$ cat src/rtl/vline_ext_counter.sv
`timescale 1ns/1ps
module vline_ext_counter #(
  parameter int CW = 15,
  parameter int TW = 16
) (
  input  logic          clk,
  input  logic          rst_n,
  input  logic          line_end,
  input  logic          trig,
  input  logic [CW-1:0] cfg_vmin,
  input  logic [CW-1:0] cfg_vmax,
  input  logic [CW-1:0] cfg_stop,
  input  logic [TW-1:0] cfg_stop_len,
  output logic [CW-1:0] vcount,
  output logic [TW-1:0] ext_count,
  output logic          halted,
  output logic          frame_start
);
  localparam logic [CW-1:0] CMAX = '1;

  logic [CW-1:0] sh_vmin, sh_vmax, sh_stop;
  logic [TW-1:0] sh_len;
  logic          pend;

  wire [CW-1:0] vnext  = vcount + CW'(1);
  wire          ext_en = (sh_len != '0) && (sh_stop != CMAX);
  wire          early  = (pend | trig) && (vcount >= sh_vmin);
  wire          at_end = !halted && (vcount == sh_vmax);
  wire          wrap   = line_end && (early || at_end);
  wire          enter  = !halted && ext_en && (vnext == sh_stop);
  wire          leave  = (ext_count == sh_len - TW'(1));

  always_ff @(posedge clk) begin
    if (!rst_n || wrap) begin
      sh_vmin <= cfg_vmin;
      sh_vmax <= cfg_vmax;
      sh_stop <= cfg_stop;
      sh_len  <= cfg_stop_len;
    end
  end

  always_ff @(posedge clk) begin
    if (!rst_n) begin
      vcount      <= '0;
      ext_count   <= '0;
      halted      <= 1'b0;
      frame_start <= 1'b0;
      pend        <= 1'b0;
    end else begin
      frame_start <= wrap;
      if (line_end)  pend <= 1'b0;
      else if (trig) pend <= 1'b1;
      if (wrap) begin
        vcount    <= '0;
        ext_count <= '0;
        halted    <= 1'b0;
      end else if (line_end) begin
        if (halted) begin
          if (leave) begin
            halted    <= 1'b0;
            ext_count <= '0;
          end else begin
            ext_count <= ext_count + TW'(1);
          end
        end else if (enter) begin
          vcount    <= sh_stop;
          halted    <= 1'b1;
          ext_count <= '0;
        end else begin
          vcount <= vnext;
        end
      end
    end
  end
endmodule


$ cat config.mk
export PLATFORM = sky130hd
export DESIGN_NAME = vline_ext_counter
export DESIGN_NICKNAME = d
export VERILOG_FILES = /design/src/rtl/vline_ext_counter.sv
export SDC_FILE = /design/constraint.sdc
export NUM_CORES = 1
export LEC_CHECK = 0
export ABC_AREA = 1
export BUFFER_PORTS_ARGS = -buffer_cell sky130_fd_sc_hd__clkbuf_2
export CAP_MARGIN = 20
export CELL_PAD_IN_SITES_DETAIL_PLACEMENT = 1
export CELL_PAD_IN_SITES_GLOBAL_PLACEMENT = 2
export CORE_MARGIN = 3
export CORE_UTILIZATION = 34
export CTS_BUF_LIST = sky130_fd_sc_hd__clkbuf_8
export DETAILED_ROUTE_END_ITERATION = 10
export PLACE_DENSITY = 0.91
export SYNTH_ARGS = -nofsm -noshare
export SYNTH_HDL_FRONTEND = slang
export SYNTH_SLANG_ARGS = --single-unit
$ cat constraint.sdc
create_clock -name clk -period 5.3 [get_ports clk]
set_clock_uncertainty 0.15 [all_clocks]
set_input_delay 0 -clock clk [delete_from_list [all_inputs] [get_ports clk]]
set_output_delay 0 -clock clk [all_outputs]
set_load 0.005 [all_outputs]
==> impl_metrics.sql, run 1 <==
INSERT INTO impl_metrics (metric_group, metric, value, unit) VALUES
('yosys', 'seq_area_frac_synth', '44.2', '%'),
('floorplan', 'ioPinCount', '98', ''),
('sta', 'final.setup.tns', '0', 'ns'),
('cts', 'cts.path.max_buffers', '2', ''),
('drt', 'route.detailed.wl_per_inst', '16.0', 'um'),
('worst_setup_path', 'timing.reg2reg.worst_path_depth', '11', ''),
('floorplan', 'rows', '46', ''),
('status', 'run_status', 'complete, no violations', ''),
('cts', 'cts_tree', 'yes', ''),
('yosys', 'ys_warn_count', '0', ''),
('sta', 'finalSetupViolations', '0', ''),
('floorplan', 'die_w', '135', 'um'),
('floorplan', 'die_area', '0.0183', 'mm2'),
('sta', 'holdWs', '0.108', 'ns'),
('global_route', 'grt_pass1_vias', '5510', ''),
('sta', 'post-route-period-util', '58.2', '%'),
('global_route', 'grt_use_met3', '4.12', '%'),
('cts', 'insertion_delay', '0.39', 'ns'),
('global_route', 'gr-usage-all-layers', '19.8', '%'),
('worst_setup_path', 'crit_path_frequent_cell', 'nand2_1', ''),
('worst_hold_path', 'hold_end', 'frame_start$_SDFF_PN0_', ''),
('global_route', 'largest_net_degree_at_the_start_of_global_routing', '37', ''),
('place', 'io_buffers', '97', ''),
('worst_setup_path', 'critical_path.cell_chain', 'inv_2 -> ha_1 -> nand4_1 -> nor4_1 -> nor2_1 -> nand2_1 -> nand2_1 -> nand2_1 -> nand2_1 -> nand2_4 -> buf_4', ''),
('job', 'max-cap-violations', '0', ''),
('yosys', 'synth_area_leaders', 'edfxtp_1 32%, dfxtp_1 12%, nand2_1 12%', ''),
('drt', 'vias', '5323', ''),
('sta', 'finalMaxSlewViolations', '0', ''),
('cts', 'cts_num_sinks', '95', ''),
('worst_setup_path', 'crit-reg2reg-launch', 'vcount[0]$_SDFFE_PP0P_', ''),
('worst_setup_path', 'cpLargestDelayFamily', 'simple AND/OR/NAND/NOR gates', ''),
('floorplan', 'die_y', '135', 'um'),
('floorplan', 'core_region_area', '0.0161', 'mm2'),
('global_route', 'initial_antenna_violation_count', '0', ''),
('worst_setup_path', 'r2r_end', 'sh_stop[13]$_DFFE_PP_', ''),
('global_route', 'met2_usage', '33.5', '%'),
('power_and_ir_drop', 'p_per_area', '208', 'mW/mm2'),
('worst_setup_path', 'crit_path_max_fanout', '35', ''),
('cts', 'cts.htree.levels', '3', ''),
('sta', 'achievable-frequency', '324', 'MHz'),
('worst_hold_path', 'hold_path_depth', '7', ''),
('drt', 'starting_drt_drc_count', '297', ''),
('cts', 'postCtsSetupRepairBufs', '0', ''),
('cts', 'cts-buffers-inserted', '9', ''),
('yosys', 'yosysMostFrequentCell', 'nand2_1', ''),
('final_layout', 'post_route_cells_drive_above_1_share', '16.2', '%'),
('cts', 'cts_repair_resize_count', '0', ''),
('worst_setup_path', 'critical-path-slowest-cell', 'dfxtp_1', ''),
('yosys', 'synth.cells.most_frequent', '179 x nand2_1, 89 x nand3_1, 79 x inv_1', ''),
('worst_setup_path', 'cp-end-kind', 'flip-flop', ''),
('global_route', 'grt-busiest-layer', 'met2', ''),
('worst_setup_path', 'worst-setup-path-type', 'reg -> reg', ''),
('worst_hold_path', 'worst_hold_startpoint', 'trig', ''),
('place', 'hpwlAfterDp', '12.4', 'mm'),
('global_route', 'met1_track_demand_over_resource', '25.9', '%'),
('yosys', 'postSynth.topFlopCell', 'edfxtp_1', ''),
('yosys', 'ys_async_rst_share', '0', '%'),
('final_layout', 'nNetsFinal', '953', ''),
('drt', 'dr.pass1.iters', '4', ''),
('yosys', 'synthDominantCellAreaShare', '32.3', '%'),
('sta', 'worstMarginPinSlew', '0.753', 'ns'),
('worst_setup_path', 'regToRegSetupSlack', '2.21', 'ns'),
('sta', 'max_slew_margin', '49.8', '%'),
('cts', 'clockRootBuffer', 'clkbuf_8', ''),
('cts', 'post_cts_hold_buffer_count', '63', ''),
('yosys', 'mappedNetlistArea', '0.00568', 'mm2'),
('worst_setup_path', 'worst_ep_required_time', '5.20', 'ns'),
('yosys', 'synth_fp_nets', '798', ''),
('power_and_ir_drop', 'leakagePower', '3.08', 'nW'),
('place', 'gp_congestion', '0.841', ''),
('worst_setup_path', 'cp_slowest_stage_delay', '0.61', 'ns');
## tightest hold or removal path: stages
cell	delay [ns]
clkbuf_2	0.10
nor2_1	0.06
inv_1	0.05
nand2_1	0.05
nand2_1	0.05
nand2_1	0.09
nor2_1	0.18
## layout make-up
class	instances	area, um2
well taps	216	270
fillers	2031	8940
clock inverters	7	63.8
repair buffers	162	1130
clock buffers	9	124
inverters	81	304
flip-flops and latches	95	2510
multi-input cells	521	2770
## power by group
part	internal, mW	switching [mW]	total, mW
sequential	0.818	0.0219	0.840
clock	0.181	0.305	0.485
combinational	0.0811	0.0837	0.165
total	1.08	0.410	1.49
## kinds of logic (layout without fill, tap and decap cells)
kind of cell | Yosys count | after routing | synth area share (%)
and+or+nand+nor | 407 | 407 | 32.7
adders and majority gates | 18 | 18 | 3.97
xor gates and xnor gates | 46 | 46 | 7.36
DFF | 95 | 95 | 44.2
AOI/OAI and AO/OA | 50 | 50 | 4.65
buffers and inverters | 99 | 259 | 7.12
## registers in the layout (all words and copies together) (netlist names)
name	flops
vcount	15
sh_len	16
sh_stop	15
ext_count	16
pend	1
halted	1
sh_vmax	15
frame_start	1
sh_vmin	15
## cells in the final DEF (no fill, tap or decap), drive strengths merged, types with 22 or more instances in the layout
cell type | netlist | final
dfxtp | 34 | 34
xnor2 | 22 | 22
a21oi | 40 | 40
nand2 | 190 | 190
dlygate4sd3 | 0 | 63
clkbuf | 6 | 106
nor2 | 76 | 76
nand3 | 89 | 89
xor2 | 23 | 23
edfxtp | 61 | 61
inv | 80 | 83
## metal layers
layer | up-vias | part of all wire (%)
met5 | - | 0
met4 | 0 | 1.2
met3 | 13 | 5.7
met2 | 117 | 49
met1 | 2523 | 44
li1 | 2670 | -
## how the worst max path moves through the flow
stage | startpoint | depth (start not counted) | endpoint
finish | vcount[0]$_SDFFE_PP0P_ | 11 | sh_stop[13]$_DFFE_PP_
global route | vcount[0]$_SDFFE_PP0P_ | 11 | sh_stop[14]$_DFFE_PP_
CTS | vcount[0]$_SDFFE_PP0P_ | 11 | sh_vmax[13]$_DFFE_PP_
detailed placement | vcount[0]$_SDFFE_PP0P_ | 11 | sh_vmin[13]$_DFFE_PP_
global placement | vcount[0]$_SDFFE_PP0P_ | 11 | sh_stop[12]$_DFFE_PP_
floorplan | vcount[0]$_SDFFE_PP0P_ | 12 | sh_len[0]$_DFFE_PP_
## per-stage QoR
| step | setup slack (ns) | power (mW) | std cells | utilization, % | area, um2 |
|---|---|---|---|---|---|
| 2_1_floorplan | 1.21 | 0.928 | 715 | - | 5680 |
| 3_3_place_gp | 2.32 | 0.980 | 1012 | 39.4 | 6350 |
| 3_5_place_dp | 2.23 | 0.984 | 1012 | 39.4 | 6350 |
| 4_1_cts | 2.20 | 1.51 | 1091 | 44.5 | 7170 |
| 5_1_grt | 1.87 | 1.56 | 1091 | 44.5 | 7170 |
| 6_report | 2.21 | 1.49 | 1091 | 44.5 | 7170 |
No activity file was read; power rests on OpenSTA's default activity.
==> run 2, diff against run 1 <==
--- a/config.mk
+++ b/config.mk
@@ -5,16 +5,16 @@
 export SDC_FILE = /design/constraint.sdc
 export NUM_CORES = 1
 export LEC_CHECK = 0
-export ABC_AREA = 1
+export ABC_AREA = 0
 export BUFFER_PORTS_ARGS = -buffer_cell sky130_fd_sc_hd__clkbuf_2
 export CAP_MARGIN = 20
 export CELL_PAD_IN_SITES_DETAIL_PLACEMENT = 1
 export CELL_PAD_IN_SITES_GLOBAL_PLACEMENT = 2
 export CORE_MARGIN = 3
-export CORE_UTILIZATION = 34
+export CORE_UTILIZATION = 33
 export CTS_BUF_LIST = sky130_fd_sc_hd__clkbuf_8
 export DETAILED_ROUTE_END_ITERATION = 10
-export PLACE_DENSITY = 0.91
+export PLACE_DENSITY = 0.87
 export SYNTH_ARGS = -nofsm -noshare
 export SYNTH_HDL_FRONTEND = slang
 export SYNTH_SLANG_ARGS = --single-unit
==> constraint.sdc (replaced) <==
create_clock -name clk -period 2.5 [get_ports clk]
set_clock_uncertainty 0.15 [all_clocks]
set_input_delay 0 -clock clk [delete_from_list [all_inputs] [get_ports clk]]
set_output_delay 0 -clock clk [all_outputs]
set_load 0.005 [all_outputs]
==> run 2 against run 1 <==
The flow now finishes with violations (setup timing); count of clock-buffer cells in the layout is 1 higher; critical path type unchanged; maximum frequency increased by 5.3%; register-to-register slack lost 2.6 ns; largest cell class unchanged.
==> impl_metrics.sql, run 2 <==
INSERT INTO impl_metrics (metric_group, metric, value, unit) VALUES
('status', 'run_status', 'finished with violations', ''),
('status', 'failed_checks', 'setup timing', ''),
('global_route', 'gr-usage-all-layers', '22.6', '%'),
('sta', 'setup_ws', '-0.431', 'ns'),
('yosys', 'mappedNetlistArea', '0.00533', 'mm2'),
('power_and_ir_drop', 'p_per_area', '408', 'mW/mm2'),
('sta', 'achievable-frequency', '341', 'MHz'),
('sta', 'layout_min_cycle_time', '2.93', 'ns'),
('final_layout', 'fill_cell_count', '1676', ''),
('cts', 'insertion_delay', '0.40', 'ns'),
('worst_setup_path', 'worst_setup_sp', 'sh_len[1]$_DFFE_PP_', ''),
('worst_setup_path', 'critical-path-slowest-cell', 'or4_4', ''),
('global_route', 'initial_antenna_violation_count', '0', ''),
('cts', 'clockRootBuffer', 'clkbuf_8', ''),
('yosys', 'yosys.cell_types.count', '56', ''),
('final_layout', 'post_route_cells_drive_above_1_share', '39.6', '%'),
('yosys', 'synth.cells.most_frequent', '61 x edfxtp_1, 47 x nand2_1, 34 x dfxtp_1', ''),
('sta', 'finalSetupViolations', '91', ''),
('place', 'hpwlAfterDp', '12.9', 'mm'),
('global_route', 'grt_pass1_vias', '5825', ''),
('drt', 'final_antenna_net_count', '0', ''),
('worst_setup_path', 'worst-setup-path-type', 'reg -> reg', ''),
('job', 'max-cap-violations', '0', ''),
('final_layout', 'area.sequential', '0.00253', 'mm2'),
('yosys', 'ys_async_rst_share', '0', '%'),
('floorplan', 'die_area', '0.0177', 'mm2'),
('yosys', 'avgSynthCellArea', '10.1', 'um2'),
('yosys', 'synth_top_area_cell', 'edfxtp_1', ''),
('drt', 'route.detailed.drc', '0', ''),
('cts', 'cts.path.max_buffers', '2', ''),
('sta', 'final-hold-violation-count', '0', ''),
('worst_hold_path', 'worst_hold_startpoint', 'cfg_vmax[7]', ''),
('floorplan', 'initial_utilization', '34.4', '%'),
('yosys', 'ys_warn_count', '0', ''),
('final_layout', 'nNetsFinal', '874', ''),
('drt', 'route.detailed.wl_per_inst', '19.7', 'um'),
('drt', 'routed_wl', '19.9', 'mm'),
('yosys', 'synth_enable_flop_cells', '61', ''),
('floorplan', 'rows', '45', ''),
('final_layout', 'multiInputGateArea', '0.00297', 'mm2'),
('place', 'io_buffers', '97', ''),
('global_route', 'grt_first_pass_wirelength', '31.6', 'mm'),
('floorplan', 'die_w', '133', 'um'),
('yosys', 'synth_fp_nets', '613', ''),
('worst_setup_path', 'worst_ep_required_time', '2.64', 'ns'),
('place', 'gp_congestion', '0.866', ''),
('floorplan', 'die_y', '133', 'um'),
('floorplan', 'core_region_area', '0.0155', 'mm2'),
('sta', 'worstMarginPinSlew', '0.493', 'ns'),
('drt', 'vias', '5252', ''),
('global_route', 'global_route.overflow_total', '0', ''),
('worst_setup_path', 'worstPathArrival', '3.07', 'ns'),
('final_layout', 'biggestRegsByFlops', 'ext_count (16), sh_len (16)', ''),
('power_and_ir_drop', 'leakagePower', '3.42', 'nW'),
('worst_setup_path', 'critical_path.cell_chain', 'or4_4 -> o21ai_2 -> a21oi_1 -> a311o_1 -> a2111oi_4 -> a21oi_2 -> buf_12 -> and2_1 -> a32o_1', ''),
('drt', 'starting_drt_drc_count', '248', ''),
('power_and_ir_drop', 'worst_ir_drop_vdd', '0.229', 'mV'),
('yosys', 'synth_area_leaders', 'edfxtp_1 34%, dfxtp_1 13%, xor2_1 5.4%', ''),
('yosys', 'synth_cells', '530', ''),
('final_layout', 'areaGrowthSynthToFinish', '58.2', '%'),
('cts', 'clk_transition_reported_paths', '0.11', 'ns'),
('floorplan', 'ioPinCount', '98', ''),
('yosys', 'seq_area_frac_synth', '47.1', '%'),
('worst_hold_path', 'hp-class', 'in -> reg', ''),
('final_layout', 'highest_count_cells_in_the_layout_ignoring_fill_and_taps', '97 x clkbuf_2, 90 x buf_4, 65 x dlygate4sd3_1, 61 x edfxtp_1, 38 x nand2_1', ''),
('worst_setup_path', 'cp_slowest_stage_delay', '0.62', 'ns'),
('worst_setup_path', 'crit-reg2reg-launch', 'sh_len[1]$_DFFE_PP_', ''),
('sta', 'grt_setup_unrepaired', 'yes', ''),
('cts', 'cts_tree', 'yes', ''),
('sta', 'finalMaxSlewViolations', '0', ''),
('yosys', 'postSynth.topFlopCell', 'edfxtp_1', ''),
('sta', 'max_slew_margin', '67.0', '%'),
('yosys', 'synthDominantCellAreaShare', '34.4', '%'),
('worst_setup_path', 'cp-end-kind', 'flip-flop', ''),
('drt', 'dr.pass1.iters', '4', ''),
('sta', 'post-route-period-util', '117', '%'),
('yosys', 'ys_seq_elements', '95', ''),
('final_layout', 'antenna_cells', '0', ''),
('final_layout', 'mostFrequentLayoutCell', 'clkbuf_2', ''),
('worst_setup_path', 'crit_path_max_fanout', '23', ''),
('yosys', 'yosysMostFrequentCell', 'edfxtp_1', ''),
('cts', 'cts.htree.levels', '3', ''),
('sta', 'holdWs', '0.160', 'ns'),
('drt', 'routed_via_density', '5.22', ''),
('worst_setup_path', 'setup.worst_path.start_class', 'flip-flop', ''),
('sta', 'final.setup.tns', '-22.81', 'ns'),
('worst_setup_path', 'critical_path.n_buffers_inverters', '1', ''),
('worst_setup_path', 'cpLargestDelayFamily', 'compound AO/OA/AOI/OAI gates', ''),
('cts', 'cts_num_sinks', '95', ''),
('global_route', 'largest_net_degree_at_the_start_of_global_routing', '24', ''),
('cts', 'cts-buffers-inserted', '9', '');
run 2: changes by cell type after synthesis, sizes merged, moves of 8 or more:
| cell | change |
|---|---|
| a21o | +15 |
| a21oi | -18 |
| nor2 | -53 |
| inv | -55 |
| o21ai | +13 |
| or3 | +9 |
| and3 | +16 |
| nand2 | -143 |
| clkbuf | +11 |
| xor2 | +10 |
| nand3 | -70 |
| nand4b | +8 |
| a31oi | +21 |
run 2: layer usage:
layer	global-route usage (%)	part of all wire [%]
met1	27.2	42
met2	40.5	52
met3	3.19	3.1
met4	9.24	2.9
met5	0	0
run 2: worst reg2reg max path, stage by stage (launching register included):
cell	delay [ns]
edfxtp_1	0.42
or4_4	0.62
o21ai_2	0.18
a21oi_1	0.08
a311o_1	0.37
a2111oi_4	0.35
a21oi_2	0.12
buf_12	0.17
and2_1	0.17
a32o_1	0.20
run 2: power breakdown:
group / internal (mW) / switching, mW / total, mW
clock: 0.493 / 0.610 / 1.10
combinational: 0.308 / 0.240 / 0.548
sequential: 1.74 / 0.0529 / 1.79
total: 2.54 / 0.903 / 3.44
run 2: repair_timing:
item,4_1_cts,5_1_grt
setup buffers,18,6
hold endpoints to repair,66,0
cloned,8,0
endpoints found under the setup margin,93,93
hold buffers,65,0
gates resized for setup,69,32
pin swaps,32,20
run 2: final cells by class:
| class | count | share of cell area (%) |
|---|---|---|
| tap | 211 | 3.13 |
| clock buffer | 10 | 1.63 |
| multi-input combinational | 379 | 35.3 |
| clock inverter | 6 | 0.831 |
| timing repair buffer | 281 | 28.0 |
| inverter | 25 | 1.11 |
| sequential | 95 | 30.0 |
run 2: path summary, 6_finish.rpt:
path	to	slack [ns]	depth (start not counted)
max	ext_count[1]$_SDFFE_PP0P_	-0.43	9
min	sh_vmax[7]$_DFFE_PP_	0.16	2
max reg2reg	ext_count[1]$_SDFFE_PP0P_	-0.43	9
min reg2reg	ext_count[15]$_SDFFE_PP0P_	0.38	2
run 2: kinds of logic after synthesis:
group	synth area share, %
AND/OR/NAND/NOR	20.8
AO/OA/AOI/OAI	12.9
flip-flops	47.1
XOR/XNOR	9.70
buffers and inverters	4.48
adder cells (fa/ha/maj)	4.23
multiplexers	0.751
run 2: through the flow:
step / power [mW] / std cells / worst slack, ns / util (%) / instance area (um2)
after global placement: 2.15 / 899 / -0.380 / 43.7 / 6770
after floorplan: 1.98 / 530 / -0.211 / - / 5460
final: 3.44 / 1007 / -0.431 / 54.4 / 8430
after CTS: 3.44 / 1006 / -0.414 / 53.9 / 8340
after detailed placement: 2.17 / 899 / -0.509 / 43.7 / 6770
after global routing: 3.56 / 1007 / -0.541 / 54.4 / 8430
